### config.mk
export PLATFORM = sky130hd
export DESIGN_NAME = uart_dbuf
export DESIGN_NICKNAME = d
export VERILOG_FILES = /design/src/rtl/uart_dbuf_pkg.sv /design/src/rtl/uart_dbuf_tick.sv /design/src/rtl/uart_dbuf_tx.sv /design/src/rtl/uart_dbuf_rx.sv /design/src/rtl/uart_dbuf.sv
export SDC_FILE = /design/constraint.sdc
export NUM_CORES = 1
export LEC_CHECK = 0
export ABC_CLOCK_PERIOD_IN_PS = 3100
export CAP_MARGIN = 15
export CORE_ASPECT_RATIO = 0.7
export CORE_MARGIN = 5
export CORE_UTILIZATION = 45
export CTS_CLUSTER_SIZE = 12
export DETAILED_ROUTE_END_ITERATION = 12
export GPL_TIMING_DRIVEN = 0
export PLACE_DENSITY = 0.74
export REMOVE_ABC_BUFFERS = 1
export SYNTH_ARGS = -nofsm -noshare
export SYNTH_HDL_FRONTEND = slang
export SYNTH_SLANG_ARGS = --single-unit
### constraint.sdc
create_clock -name clk -period 3.1 [get_ports clk]
set_input_delay 0.465 -clock clk [delete_from_list [all_inputs] [get_ports clk]]
set_output_delay 0.465 -clock clk [all_outputs]
set_load 0.005 [all_outputs]
### src/rtl/uart_dbuf_pkg.sv
package uart_dbuf_pkg;
   // Status word bit positions; software decodes these.
   localparam int ST_RDY  = 0;
   localparam int ST_SEMP = 1;
   localparam int ST_HEMP = 2;
   localparam int ST_OVR  = 4;

   typedef enum logic [1:0] {
      RX_IDLE  = 2'd0,
      RX_FRAME = 2'd1,
      RX_DRAIN = 2'd2
   } rx_state_e;
endpackage

### src/rtl/uart_dbuf_tick.sv
module uart_dbuf_tick #(
   parameter int CLK_DIV = 4
) (
   input  logic clk,
   input  logic rst_n,
   output logic tick
);
   localparam int CW = (CLK_DIV > 1) ? $clog2(CLK_DIV) : 1;

   generate
      if (CLK_DIV == 1) begin : g_every
         assign tick = 1'b1;
      end else begin : g_count
         logic [CW-1:0] cnt;
         always_ff @(posedge clk or negedge rst_n) begin
            if (!rst_n) begin
               cnt <= '0;
            end else if (cnt == CW'(CLK_DIV - 1)) begin
               cnt <= '0;
            end else begin
               cnt <= cnt + 1'b1;
            end
         end
         assign tick = (cnt == CW'(CLK_DIV - 1));
      end
   endgenerate
endmodule

### src/rtl/uart_dbuf_tx.sv
module uart_dbuf_tx #(
   parameter int OVS    = 16,
   parameter int DATA_W = 8
) (
   input  logic              clk,
   input  logic              rst_n,
   input  logic              tick,
   input  logic              wr_en,
   input  logic [DATA_W-1:0] wr_byte,
   output logic              txd,
   output logic              shift_empty,
   output logic              hold_empty,
   output logic              frame_done
);
   localparam int NBITS = DATA_W + 2;
   localparam int IW    = $clog2(NBITS);
   localparam int OW    = $clog2(OVS);

   logic              busy;
   logic              hempty;
   logic [DATA_W-1:0] hold;
   logic [NBITS-1:0]  frm;
   logic [IW-1:0]     idx;
   logic [OW-1:0]     ocnt;
   logic              bit_end;
   logic              last_bit;

   assign bit_end    = tick && (ocnt == OW'(OVS - 1));
   assign last_bit   = (idx == IW'(NBITS - 1));
   assign frame_done = busy && bit_end && last_bit;

   always_ff @(posedge clk or negedge rst_n) begin
      if (!rst_n) begin
         busy   <= 1'b0;
         hempty <= 1'b1;
         hold   <= '0;
         frm    <= '1;
         idx    <= '0;
         ocnt   <= '0;
      end else if (!busy) begin
         if (wr_en) begin
            frm  <= {1'b1, wr_byte, 1'b0};
            busy <= 1'b1;
            idx  <= '0;
            ocnt <= '0;
         end
      end else begin
         if (wr_en) begin
            hold   <= wr_byte;
            hempty <= 1'b0;
         end
         if (tick) begin
            if (bit_end) begin
               ocnt <= '0;
               if (last_bit) begin
                  idx <= '0;
                  if (!hempty) begin
                     frm    <= {1'b1, hold, 1'b0};
                     hempty <= !wr_en;
                  end else if (wr_en) begin
                     frm    <= {1'b1, wr_byte, 1'b0};
                     hempty <= 1'b1;
                  end else begin
                     busy <= 1'b0;
                  end
               end else begin
                  idx <= idx + 1'b1;
               end
            end else begin
               ocnt <= ocnt + 1'b1;
            end
         end
      end
   end

   assign txd         = busy ? frm[idx] : 1'b1;
   assign shift_empty = !busy;
   assign hold_empty  = hempty;
endmodule

### src/rtl/uart_dbuf_rx.sv
module uart_dbuf_rx
   import uart_dbuf_pkg::*;
#(
   parameter int OVS         = 16,
   parameter int DATA_W      = 8,
   parameter int SYNC_STAGES = 2
) (
   input  logic              clk,
   input  logic              rst_n,
   input  logic              tick,
   input  logic              rxd_async,
   output logic              rx_valid,
   output logic [DATA_W-1:0] rx_byte
);
   localparam int NBITS = DATA_W + 2;
   localparam int IW    = $clog2(NBITS);
   localparam int OW    = $clog2(OVS);

   logic rx_s;

   generate
      if (SYNC_STAGES == 1) begin : g_sync1
         logic s0;
         always_ff @(posedge clk or negedge rst_n) begin
            if (!rst_n) s0 <= 1'b1;
            else        s0 <= rxd_async;
         end
         assign rx_s = s0;
      end else begin : g_syncn
         logic [SYNC_STAGES-1:0] sq;
         always_ff @(posedge clk or negedge rst_n) begin
            if (!rst_n) sq <= '1;
            else        sq <= {sq[SYNC_STAGES-2:0], rxd_async};
         end
         assign rx_s = sq[SYNC_STAGES-1];
      end
   endgenerate

   rx_state_e         st;
   logic [IW-1:0]     idx;
   logic [OW-1:0]     ocnt;
   logic [DATA_W-1:0] sh;
   logic              mid;

   assign mid = tick && (ocnt == OW'(OVS / 2 - 1));

   always_ff @(posedge clk or negedge rst_n) begin
      if (!rst_n) begin
         st       <= RX_IDLE;
         idx      <= '0;
         ocnt     <= '0;
         sh       <= '0;
         rx_valid <= 1'b0;
         rx_byte  <= '0;
      end else begin
         rx_valid <= 1'b0;
         case (st)
            RX_IDLE: begin
               if (tick && !rx_s) begin
                  st   <= RX_FRAME;
                  idx  <= '0;
                  ocnt <= '0;
               end
            end
            RX_FRAME: begin
               if (tick) begin
                  if (ocnt == OW'(OVS - 1)) begin
                     ocnt <= '0;
                     idx  <= idx + 1'b1;
                  end else begin
                     ocnt <= ocnt + 1'b1;
                  end
               end
               if (mid) begin
                  if (idx == '0) begin
                     if (rx_s) st <= RX_IDLE;
                  end else if (idx == IW'(NBITS - 1)) begin
                     if (rx_s) begin
                        rx_valid <= 1'b1;
                        rx_byte  <= sh;
                        st       <= RX_IDLE;
                     end else begin
                        st <= RX_DRAIN;
                     end
                  end else begin
                     sh <= {rx_s, sh[DATA_W-1:1]};
                  end
               end
            end
            RX_DRAIN: begin
               if (rx_s) st <= RX_IDLE;
            end
            default: st <= RX_IDLE;
         endcase
      end
   end
endmodule

### src/rtl/uart_dbuf.sv
module uart_dbuf
   import uart_dbuf_pkg::*;
#(
   parameter int CLK_DIV     = 4,
   parameter int OVS         = 16,
   parameter int DATA_W      = 8,
   parameter int ADDR_W      = 8,
   parameter int BUS_W       = 32,
   parameter int DATA_OFS    = 'h70,
   parameter int STAT_OFS    = 'h74,
   parameter int IRQ_LINES   = 16,
   parameter int IRQ_LEVEL   = 3,
   parameter int SYNC_STAGES = 2
) (
   input  logic              clk,
   input  logic              rst_n,
   input  logic              bus_sel,
   input  logic              bus_wr,
   input  logic [ADDR_W-1:0] bus_addr,
   input  logic [BUS_W-1:0]  bus_wdata,
   output logic [BUS_W-1:0]  bus_rdata,
   output logic              txd,
   input  logic              rxd,
   output logic [IRQ_LINES-1:0] irq_lines
);
   localparam logic [IRQ_LINES-1:0] IRQ_MASK = IRQ_LINES'(1) << IRQ_LEVEL;

   generate
      if (OVS < 4 || (OVS % 2) != 0) begin : g_bad_ovs
         $error("OVS must be even and at least 4");
      end
      if (CLK_DIV < 1) begin : g_bad_div
         $error("CLK_DIV must be at least 1");
      end
      if (DATA_W > BUS_W || BUS_W < 5) begin : g_bad_bus
         $error("BUS_W must hold the data byte and the status bits");
      end
      if (IRQ_LEVEL >= IRQ_LINES) begin : g_bad_irq
         $error("IRQ_LEVEL out of range");
      end
      if (SYNC_STAGES < 1) begin : g_bad_sync
         $error("SYNC_STAGES must be at least 1");
      end
      if (DATA_OFS == STAT_OFS || DATA_OFS >= (1 << ADDR_W) || STAT_OFS >= (1 << ADDR_W)) begin : g_bad_map
         $error("register offsets must differ and fit ADDR_W");
      end
      if (BUS_W > DATA_W) begin : g_wide
         logic wdata_unused;
         assign wdata_unused = ^bus_wdata[BUS_W-1:DATA_W];
      end
   endgenerate

   logic hit_data, hit_stat;
   logic wr_data, rd_data, wr_stat;

   assign hit_data = bus_sel && (bus_addr == ADDR_W'(DATA_OFS));
   assign hit_stat = bus_sel && (bus_addr == ADDR_W'(STAT_OFS));
   assign wr_data  = hit_data && bus_wr;
   assign rd_data  = hit_data && !bus_wr;
   assign wr_stat  = hit_stat && bus_wr;

   logic tick;
   logic tx_sre, tx_hre, tx_done;
   logic rx_valid;
   logic [DATA_W-1:0] rx_byte;

   uart_dbuf_tick #(.CLK_DIV(CLK_DIV)) u_tick (
      .clk  (clk),
      .rst_n(rst_n),
      .tick (tick)
   );

   uart_dbuf_tx #(.OVS(OVS), .DATA_W(DATA_W)) u_tx (
      .clk        (clk),
      .rst_n      (rst_n),
      .tick       (tick),
      .wr_en      (wr_data),
      .wr_byte    (bus_wdata[DATA_W-1:0]),
      .txd        (txd),
      .shift_empty(tx_sre),
      .hold_empty (tx_hre),
      .frame_done (tx_done)
   );

   uart_dbuf_rx #(.OVS(OVS), .DATA_W(DATA_W), .SYNC_STAGES(SYNC_STAGES)) u_rx (
      .clk      (clk),
      .rst_n    (rst_n),
      .tick     (tick),
      .rxd_async(rxd),
      .rx_valid (rx_valid),
      .rx_byte  (rx_byte)
   );

   logic              rdy;
   logic              ovr;
   logic [DATA_W-1:0] rx_hold;

   always_ff @(posedge clk or negedge rst_n) begin
      if (!rst_n) begin
         rdy     <= 1'b0;
         ovr     <= 1'b0;
         rx_hold <= '0;
      end else begin
         if (rd_data)  rdy <= 1'b0;
         if (wr_stat)  ovr <= 1'b0;
         if (rx_valid) begin
            rx_hold <= rx_byte;
            rdy     <= 1'b1;
            if (rdy && !rd_data) ovr <= 1'b1;
         end
      end
   end

   logic [BUS_W-1:0] stat_word;

   always_comb begin
      stat_word          = '0;
      stat_word[ST_RDY]  = rdy;
      stat_word[ST_SEMP] = tx_sre;
      stat_word[ST_HEMP] = tx_hre;
      stat_word[ST_OVR]  = ovr;
   end

   always_comb begin
      bus_rdata = '0;
      if (bus_sel && !bus_wr) begin
         if (hit_data)      bus_rdata[DATA_W-1:0] = rx_hold;
         else if (hit_stat) bus_rdata = stat_word;
      end
   end

   always_ff @(posedge clk or negedge rst_n) begin
      if (!rst_n)                   irq_lines <= '0;
      else if (tx_done || rx_valid) irq_lines <= IRQ_MASK;
      else                          irq_lines <= '0;
   end
endmodule

# After elaboration in Yosys (flattened, before gate mapping)
# Cells that the tools add are included.
# W data, S select, Z words.
# totals
ram_bits	0
n_memories	0
wordCells	135
mem_bits_ro	0
latch_bits	0
reg_bits	85
out_inout_bits	49
input_bits	45
# classes
magnitude_cmp	1
multipliers	0
eq_ne	18
add_sub_neg	5
div	0
shifts	0
n_mux	59
n_reduce_logical	32
bitwise_logic	2
# op_table
operator	count
$mux W10	6
$mux W4	14
$mux W32	1
$mux W1	24
$mux W24	1
$add A4 B1 Y4 const B	4
$eq A4 B4 Y1 const B	4
$eq A8 B7 Y1 const B	2
$pmux W4 S2	2
$mux W2	7
$logic_and A1 B1 Y1	12
$reduce_and A3 Y1	4
$ne A2 B1 Y1 const B	5
$mux W8	1
$reduce_and A4 Y1	2
$pmux W2 S3	1
$reduce_bool A2 Y1	3
$logic_not A1 Y1	5
$lt A4 B5 Y1 const B	1
$mux W5	1
$reduce_and A5 Y1	1
$bmux W1 S4	1
$eq A2 B2 Y1 const B	2
$eq A4 B3 Y1 const B	1
other kinds (9)	12

# Depth between registers and ports, before layout
# Gate-level depths: netlist of the first run.
# logic_depth
word_depth	9
ltp_mapped	7

# By module
# A second synthesis of the first run with hierarchy kept.
# unflattened
hier_cells	317
hier_area_um2	3729.8
# modules_own_cells
mod	cells_each	n_inst	area_each_um2
uart_dbuf_tx	123	1	1506.4
uart_dbuf_rx	104	1	1287.5
uart_dbuf	86	1	869.6
uart_dbuf_tick	4	1	66.3

# Worst setup path before layout of the first run
# No wires, ideal clock.
# synth_path
kind	input to output
startpoint	input bus_addr[1]
endpoint	output bus_rdata[3]
n_path_buf	0
arrival_time_ns	1.409
slack_ns	1.226
stages	4
path_cell_list	nor4b_4 nand2_1 nor3_2 and2_1
# synth_between
elab_chain_len	4
# synth_lines
item	line_no	source
from (decl)	uart_dbuf.sv:19	input logic [ADDR_W-1:0] bus_addr,
$eq A8 B7 Y1	uart_dbuf.sv:56	assign hit_data = bus_sel && (bus_addr == ADDR_W'(DATA_OFS));
$logic_and A1 B1 Y1	uart_dbuf.sv:56	
$mux W8	uart_dbuf.sv:127	if (hit_data) bus_rdata[DATA_W-1:0] = rx_hold;
$mux W32	uart_dbuf.sv:126	if (bus_sel && !bus_wr) begin
to (decl)	uart_dbuf.sv:21	output logic [BUS_W-1:0] bus_rdata,
# No other way between the ends.

# Final worst setup path of the first run
# layout_path
startpoint	input bus_addr[1]
endpoint	output bus_rdata[7]
# Same word-level chain as after synthesis.

==> results of run 1 <==
## worst min path at each step
stage,to,cells after the start
floorplan,irq_lines[3]$_DFF_PN0_,0
global placement,u_rx.g_syncn.sq[1]$_DFF_PN1_,0
detailed placement,u_rx.g_syncn.sq[1]$_DFF_PN1_,0
CTS,u_rx.idx[1]$_DFFE_PN0P_,1
global route,u_rx.st[0]$_DFFE_PN0P_,1
finish,u_rx.idx[1]$_DFFE_PN0P_,1
## layer usage
layer,GRT usage [%],vias up
li1,-,1235
met2,24.7,98
met5,0,-
met3,4.07,10
met1,19.7,1288
met4,4.12,0
## cell usage in the layout (no fill, tap or decap), types with 4 or more instances in the layout
cell,netlist,routed
a21o_1,5,5
a21oi_1,8,8
a221oi_2,8,8
a31oi_1,4,4
and2_1,5,5
clkbuf_16,0,9
clkdlybuf4s50_1,0,29
conb_1,1,39
dfrtp_1,57,57
dfstp_2,13,13
ha_1,8,8
inv_1,10,10
mux2_2,32,32
mux2i_1,7,7
nand2_1,16,15
nand2b_1,6,6
nand3_1,5,5
nor2_1,23,23
nor2b_1,4,4
nor3_1,7,7
nor4_1,8,8
o21ai_0,14,14
o31a_1,8,8
## kinds of logic (layout without fill, tap and decap cells)
logic type                 Yosys count  count (layout)  synth area share (%)
AOI/OAI and AO/OA                   62              62                  12.8
adders and majority gates            8               8                  2.57
buffers and inverters               66              58                  10.6
DFF                                 70              70                  45.5
muxes                               42              42                  12.5
other                                1              39                0.0965
and+or+nand+nor                    101             101                  15.9
## critical path, stage by stage
cell and delay, ns:
clkdlybuf4s50_1 0.44, nor4b_4 0.46, nand2_2 0.17, nor3_4 0.29, and2_1 0.16, clkdlybuf4s50_1 0.49
## registers in the layout (all words and copies together), names as in the netlist, 2 cells and up
signal / flops
u_tx.frm: 10
rx_hold: 8
u_rx.rx_byte: 8
u_rx.sh: 8
u_tx.hold: 8
u_rx.idx: 4
u_rx.ocnt: 4
u_tx.idx: 4
u_tx.ocnt: 4
u_rx.g_syncn.sq: 2
u_rx.st: 2
u_tick.g_count.cnt: 2
## power by group through the flow
stage | sequential [W] | combinational (W) | clock (W)
floorplan | 0.00115 | 0.000293 | 0
global placement | 0.00117 | 0.000374 | 0
detailed placement | 0.00118 | 0.000395 | 0
CTS | 0.00117 | 0.000403 | 0.00114
global route | 0.00120 | 0.000461 | 0.00118
finish | 0.00117 | 0.000401 | 0.00112
## through the flow
| step | setup slack (ns) | utilization (%) | TNS [ns] | hold slack [ns] |
|---|---|---|---|---|
| after floorplan | 1.07 | - | 0 | 0.169 |
| after global placement | -0.800 | 48.7 | -45.40 | 0.346 |
| after detailed placement | 0.00114 | 48.6 | 0 | 0.347 |
| after CTS | 0.0655 | 52.6 | 0 | 0.294 |
| after global routing | 0.0357 | 52.8 | 0 | 0.343 |
| final | 0.152 | 52.8 | 0 | 0.246 |
## area by class of cell
type	count	area [um2]	area share (%)
Clock inverter	7	104	2.33
Clock buffer	9	225	5.05
Sequential cell	70	1770	39.7
Timing Repair Buffer	31	305	6.85
Tap cell	120	150	3.37
Multi-Input combinational cell	252	1860	41.7
Inverter	11	45.0	1.01
## timing repair
action,in CTS,in global routing
buffers inserted,0,1
endpoints found under the setup margin,1,5
gates resized for setup,1,2
pin swaps,0,1
==> flow_metrics.tcl, run 1 <==
set metrics [dict create \
    status "finished, final reports clean" \
    synth_common_cells "57 x dfrtp_1, 40 x buf_4, 32 x mux2_2, 23 x nor2_1, 16 x nand2_1" \
    timing.fmax_mhz 339 \
    postRouteAntennaNets 0 \
    period_needed_ns 2.95 \
    grt_pass1_wl_um 12700 \
    yosys_warnings 0 \
    critical_path_peak_fanout 6 \
    critPathKind "primary input to primary output" \
    synth_area_leader_cell "dfrtp_1" \
    ys_types 61 \
    syn-mean-instance-area_um2 11.1 \
    r2r_end "u_tx.frm[7]$_DFFE_PN1P_" \
    drt_iter0_markers 177 \
    io_buffers 30 \
    clock_skew_ns 0.00590 \
    power.switching_w 0.000755 \
    slew_headroom_pct 39.8 \
    hold_buffers 0 \
    start_util_pct 46.0 \
    core-area_um2 8440 \
    wirelength_um 7790 \
    worstMarginPinSlew_ns 0.902 \
    synth_ff_type "dfrtp_1" \
    rows 28 \
    cp.arrival_ns 2.48 \
    wl_per_cell_um 15.6 \
    p_int_w 0.00194 \
    rsz0062_at_grt "no" \
    vdd_ir_drop_max_v 0.000287 \
    hpwl_um 5280 \
    place_inst 483 \
    postLayoutCellArea_um2 4460 \
    switching_share_pct 28.0 \
    die_h_um 87.8 \
    cts_tree "built" \
    die-width_um 121 \
    drv_cap 0 \
    cts_sinks 70 \
    grt_pass1_vias 2555 \
    dr_wl_met3_um 629 \
    grtUsageTotal_pct 15.0 \
    power.leakage_nw 1.99 \
    grt_start_max_net_pins 71 \
    layout-drive-gt1-share_pct 24.2 \
    power_density_nw_per_um2 605 \
    cts_root_buffer "clkbuf_16" \
    synth_area_leaders "dfrtp_1 37%, mux2_2 9.3%, dfstp_2 8.8%, buf_4 7.7%, a221oi_2 3.1%" \
    rrSetupSlack_ns 0.54 \
    endpoint "bus_rdata[7]" \
    wl_met1_um 3380 \
    drv_slew 0 \
    clockBufferDepth 2 \
    fin_nets 428 \
    stdcell_count 500 \
    ys_ff_latch 70 \
    syn_area_um2 3890 \
    first_pass_iters 4 \
    cp-start-kind "primary input" \
    dieArea_um2 10600 \
    endpoint_kind "primary output" \
    synth_edf_count 0 \
    reg2reg_depth 5 \
    r2r-start "u_tick.g_count.cnt[0]$_DFF_PN0_" \
    p_clk_share_pct 41.5 \
    placed_area_um2 4110 \
    cp-startpoint "bus_addr[1]" \
    num_antenna_cells 0 \
    finalSetupViolCount 0 \
    seqPwrFrac_pct 43.6 \
    antenna_found_initial 0 \
    dr.max_layer_used "met4" \
    seq_area_frac_synth_pct 45.5 \
    via_per_inst 5.26 \
    post-route-period-util_pct 95.1 \
    fillers 726 \
    cts.reportedPaths.clkPinSlew_ns 0.06 \
    hold_class "primary input to asynchronous set/reset pin" \
    synth_most_common_cell "dfrtp_1" \
    required_ns 2.63 \
    synth_top_area_share_pct 36.7 \
    dr_total_vias 2631 \
    clk_latency_ns 0.33 \
    overflow 0 \
    h-tree-depth 3 \
    wl_met2_um 3700 \
    drc 0 \
    combPwrFrac_pct 14.9 \
    place.gp.congestion 0.758 \
    pin_count 94 \
    synthCells 350 \
    area_growth_pct 14.6 \
    async_reset_ff_share_pct 100 \
    hold_violations 0 \
    p_total_w 0.00269 \
    numCtsBuffers 9 \
]
(Power assumes the default switching activity.)
==> run 2: changes to the inputs <==
==> constraint.sdc (replaced) <==
create_clock -name clk -period 3.1 [get_ports clk]
set_input_delay 0.62 -clock clk [delete_from_list [all_inputs] [get_ports clk]]
set_output_delay 0.62 -clock clk [all_outputs]
set_load 0.005 [all_outputs]
==> run 2 against run 1 <==
Wire length rose by 0.49%. Sequential power barely moved. Cell count rose by 0.60%. Largest power group unchanged.
==> flow_metrics.tcl, run 2 (synthesis gave the netlist of run 1 again) <==
set metrics [dict create \
    wl_per_cell_um 15.6 \
    pin_count 94 \
    grt_start_max_net_pins 71 \
    cts_tree "built" \
    grtUsageTotal_pct 15.1 \
    via_per_inst 5.25 \
    area_growth_pct 15.2 \
    hold_buffers 0 \
    wirelength_um 7830 \
    grt_most_used_layer "met2" \
    power.leakage_nw 2.02 \
    clockBufferDepth 2 \
    start_util_pct 46.0 \
    die_h_um 87.8 \
    die-width_um 121 \
    drv_cap 0 \
    period_needed_ns 2.99 \
    io_buffers 30 \
    placed_area_um2 4110 \
    layout-drive-gt1-share_pct 25.1 \
    slew_headroom_pct 40.8 \
    cts.reportedPaths.clkPinSlew_ns 0.06 \
    post-route-period-util_pct 96.5 \
    hold_violations 0 \
    antenna_found_initial 0 \
    worstMarginPinSlew_ns 0.887 \
    grt_pass1_vias 2584 \
    drc 0 \
    cp.arrival_ns 2.37 \
    dr_total_vias 2640 \
    postLayoutCellArea_um2 4480 \
    grt_pass1_wl_um 12900 \
    overflow 0 \
    setup_tns_ns 0 \
    vdd_ir_drop_max_v 0.000285 \
    use_met1_pct 19.8 \
    drt_iter0_markers 179 \
    place.gp.congestion 0.758 \
    h-tree-depth 3 \
    core-area_um2 8440 \
    clock_skew_ns 0.00662 \
    rsz0062_at_grt "no" \
    use_met2_pct 25.0 \
    critPathKind "flip-flop to primary output" \
    first_pass_iters 4 \
    largest_reg_flops 10 \
    hpwl_um 5280 \
    fin_nets 431 \
    dieArea_um2 10600 \
    stdcell_count 503 \
    cp-start-kind "flip-flop" \
    drv_slew 0 \
    postRouteAntennaNets 0 \
    critical_path_peak_fanout 9 \
    power_density_nw_per_um2 602 \
    place_inst 483 \
    timing.fmax_mhz 334 \
    status "finished, final reports clean" \
    endpoint_kind "primary output" \
    clk_latency_ns 0.33 \
    cts_sinks 70 \
    regMostFlops "u_tx.frm" \
    final_common_cell "dfrtp_1" \
    num_antenna_cells 0 \
    required_ns 2.48 \
    numCtsBuffers 9 \
    hold_class "flip-flop to flip-flop" \
    finalSetupViolCount 0 \
    use_met3_pct 4.07 \
    rows 28 \
    cts_root_buffer "clkbuf_16" \
    layout_common_cells "57 x dfrtp_1, 39 x conb_1, 32 x mux2_2" \
]
==> run 2: cell type report <==
class / count / area [um2]
Tap cell: 120 / 150
Timing Repair Buffer: 34 / 329
Clock buffer: 9 / 225
Inverter: 11 / 42.5
Sequential cell: 70 / 1770
Multi-Input combinational cell: 252 / 1860
Fill cell: 727 / 3970
Clock inverter: 7 / 104
==> run 2: power by group <==
| group | internal [W] | leakage, nW | switching, W |
|---|---|---|---|
| clock network | 0.000715 | 0.161 | 0.000404 |
| logic | 0.000197 | 0.972 | 0.000204 |
| registers | 0.00103 | 0.889 | 0.000147 |
| total | 0.00194 | 2.02 | 0.000756 |
==> run 2: path summary, 6_finish.rpt <==
path	start	to	slack, ns	cells after the start
min in group asynchronous	rst_n	u_rx.idx[1]$_DFFE_PN0P_	0.40	1
setup reg to reg	u_tick.g_count.cnt[0]$_DFF_PN0_	u_tx.frm[4]$_DFFE_PN1P_	0.55	5
hold reg to reg	u_rx.g_syncn.sq[0]$_DFF_PN1_	u_rx.g_syncn.sq[1]$_DFF_PN1_	0.35	0
max in group asynchronous	rst_n	u_tick.g_count.cnt[1]$_DFF_PN0_	2.12	1
hold / removal	u_rx.g_syncn.sq[0]$_DFF_PN1_	u_rx.g_syncn.sq[1]$_DFF_PN1_	0.35	0
setup / recovery	u_tx.idx[0]$_DFFE_PN0P_	txd	0.11	4
==> run 2: worst max-delay path, stage by stage, from the launching register on <==
cell and delay (ns):
dfrtp_1 0.58, mux2i_1 0.16, or4b_2 0.62, o211ai_1 0.14, clkdlybuf4s50_1 0.55
==> run 2: stage by stage <==
| stage | setup WS [ns] | hold slack (ns) | util, % | total power [W] |
|---|---|---|---|---|
| 2_1_floorplan | 0.916 | 0.324 | - | 0.00144 |
| 3_3_place_gp | -0.955 | 0.346 | 48.7 | 0.00155 |
| 3_5_place_dp | -0.309 | 0.347 | 48.6 | 0.00158 |
| 4_1_cts | 0.0135 | 0.355 | 53.0 | 0.00271 |
| 5_1_grt | 0.00167 | 0.356 | 53.0 | 0.00284 |
| 6_report | 0.108 | 0.354 | 53.0 | 0.00270 |
==> run 2: metal layers <==
layer	vias to the layer above	share of wire [%]	routed length, um
met5	-	0	0
met4	0	0.95	74
met3	8	8.2	645
met2	103	47	3690
met1	1289	44	3410
li1	1240	-	-
==> run 2: what timing repair did <==
action / CTS / global route
gates resized for setup: 5 / 1
setup buffers: 4 / 0
endpoints found under the setup margin: 6 / 5
pin swaps: 4 / 2
==> run 3: changes to the inputs <==
--- a/config.mk
+++ b/config.mk
@@ -10,6 +10,7 @@
 export CORE_ASPECT_RATIO = 0.7
 export CORE_MARGIN = 5
 export CORE_UTILIZATION = 45
+export CTS_BUF_LIST = sky130_fd_sc_hd__clkbuf_4 sky130_fd_sc_hd__clkbuf_8 sky130_fd_sc_hd__clkbuf_16
 export CTS_CLUSTER_SIZE = 12
 export DETAILED_ROUTE_END_ITERATION = 12
 export GPL_TIMING_DRIVEN = 0
==> results of run 3 <==
No change in the layout: final DEF, timing and power equal those of run 2.
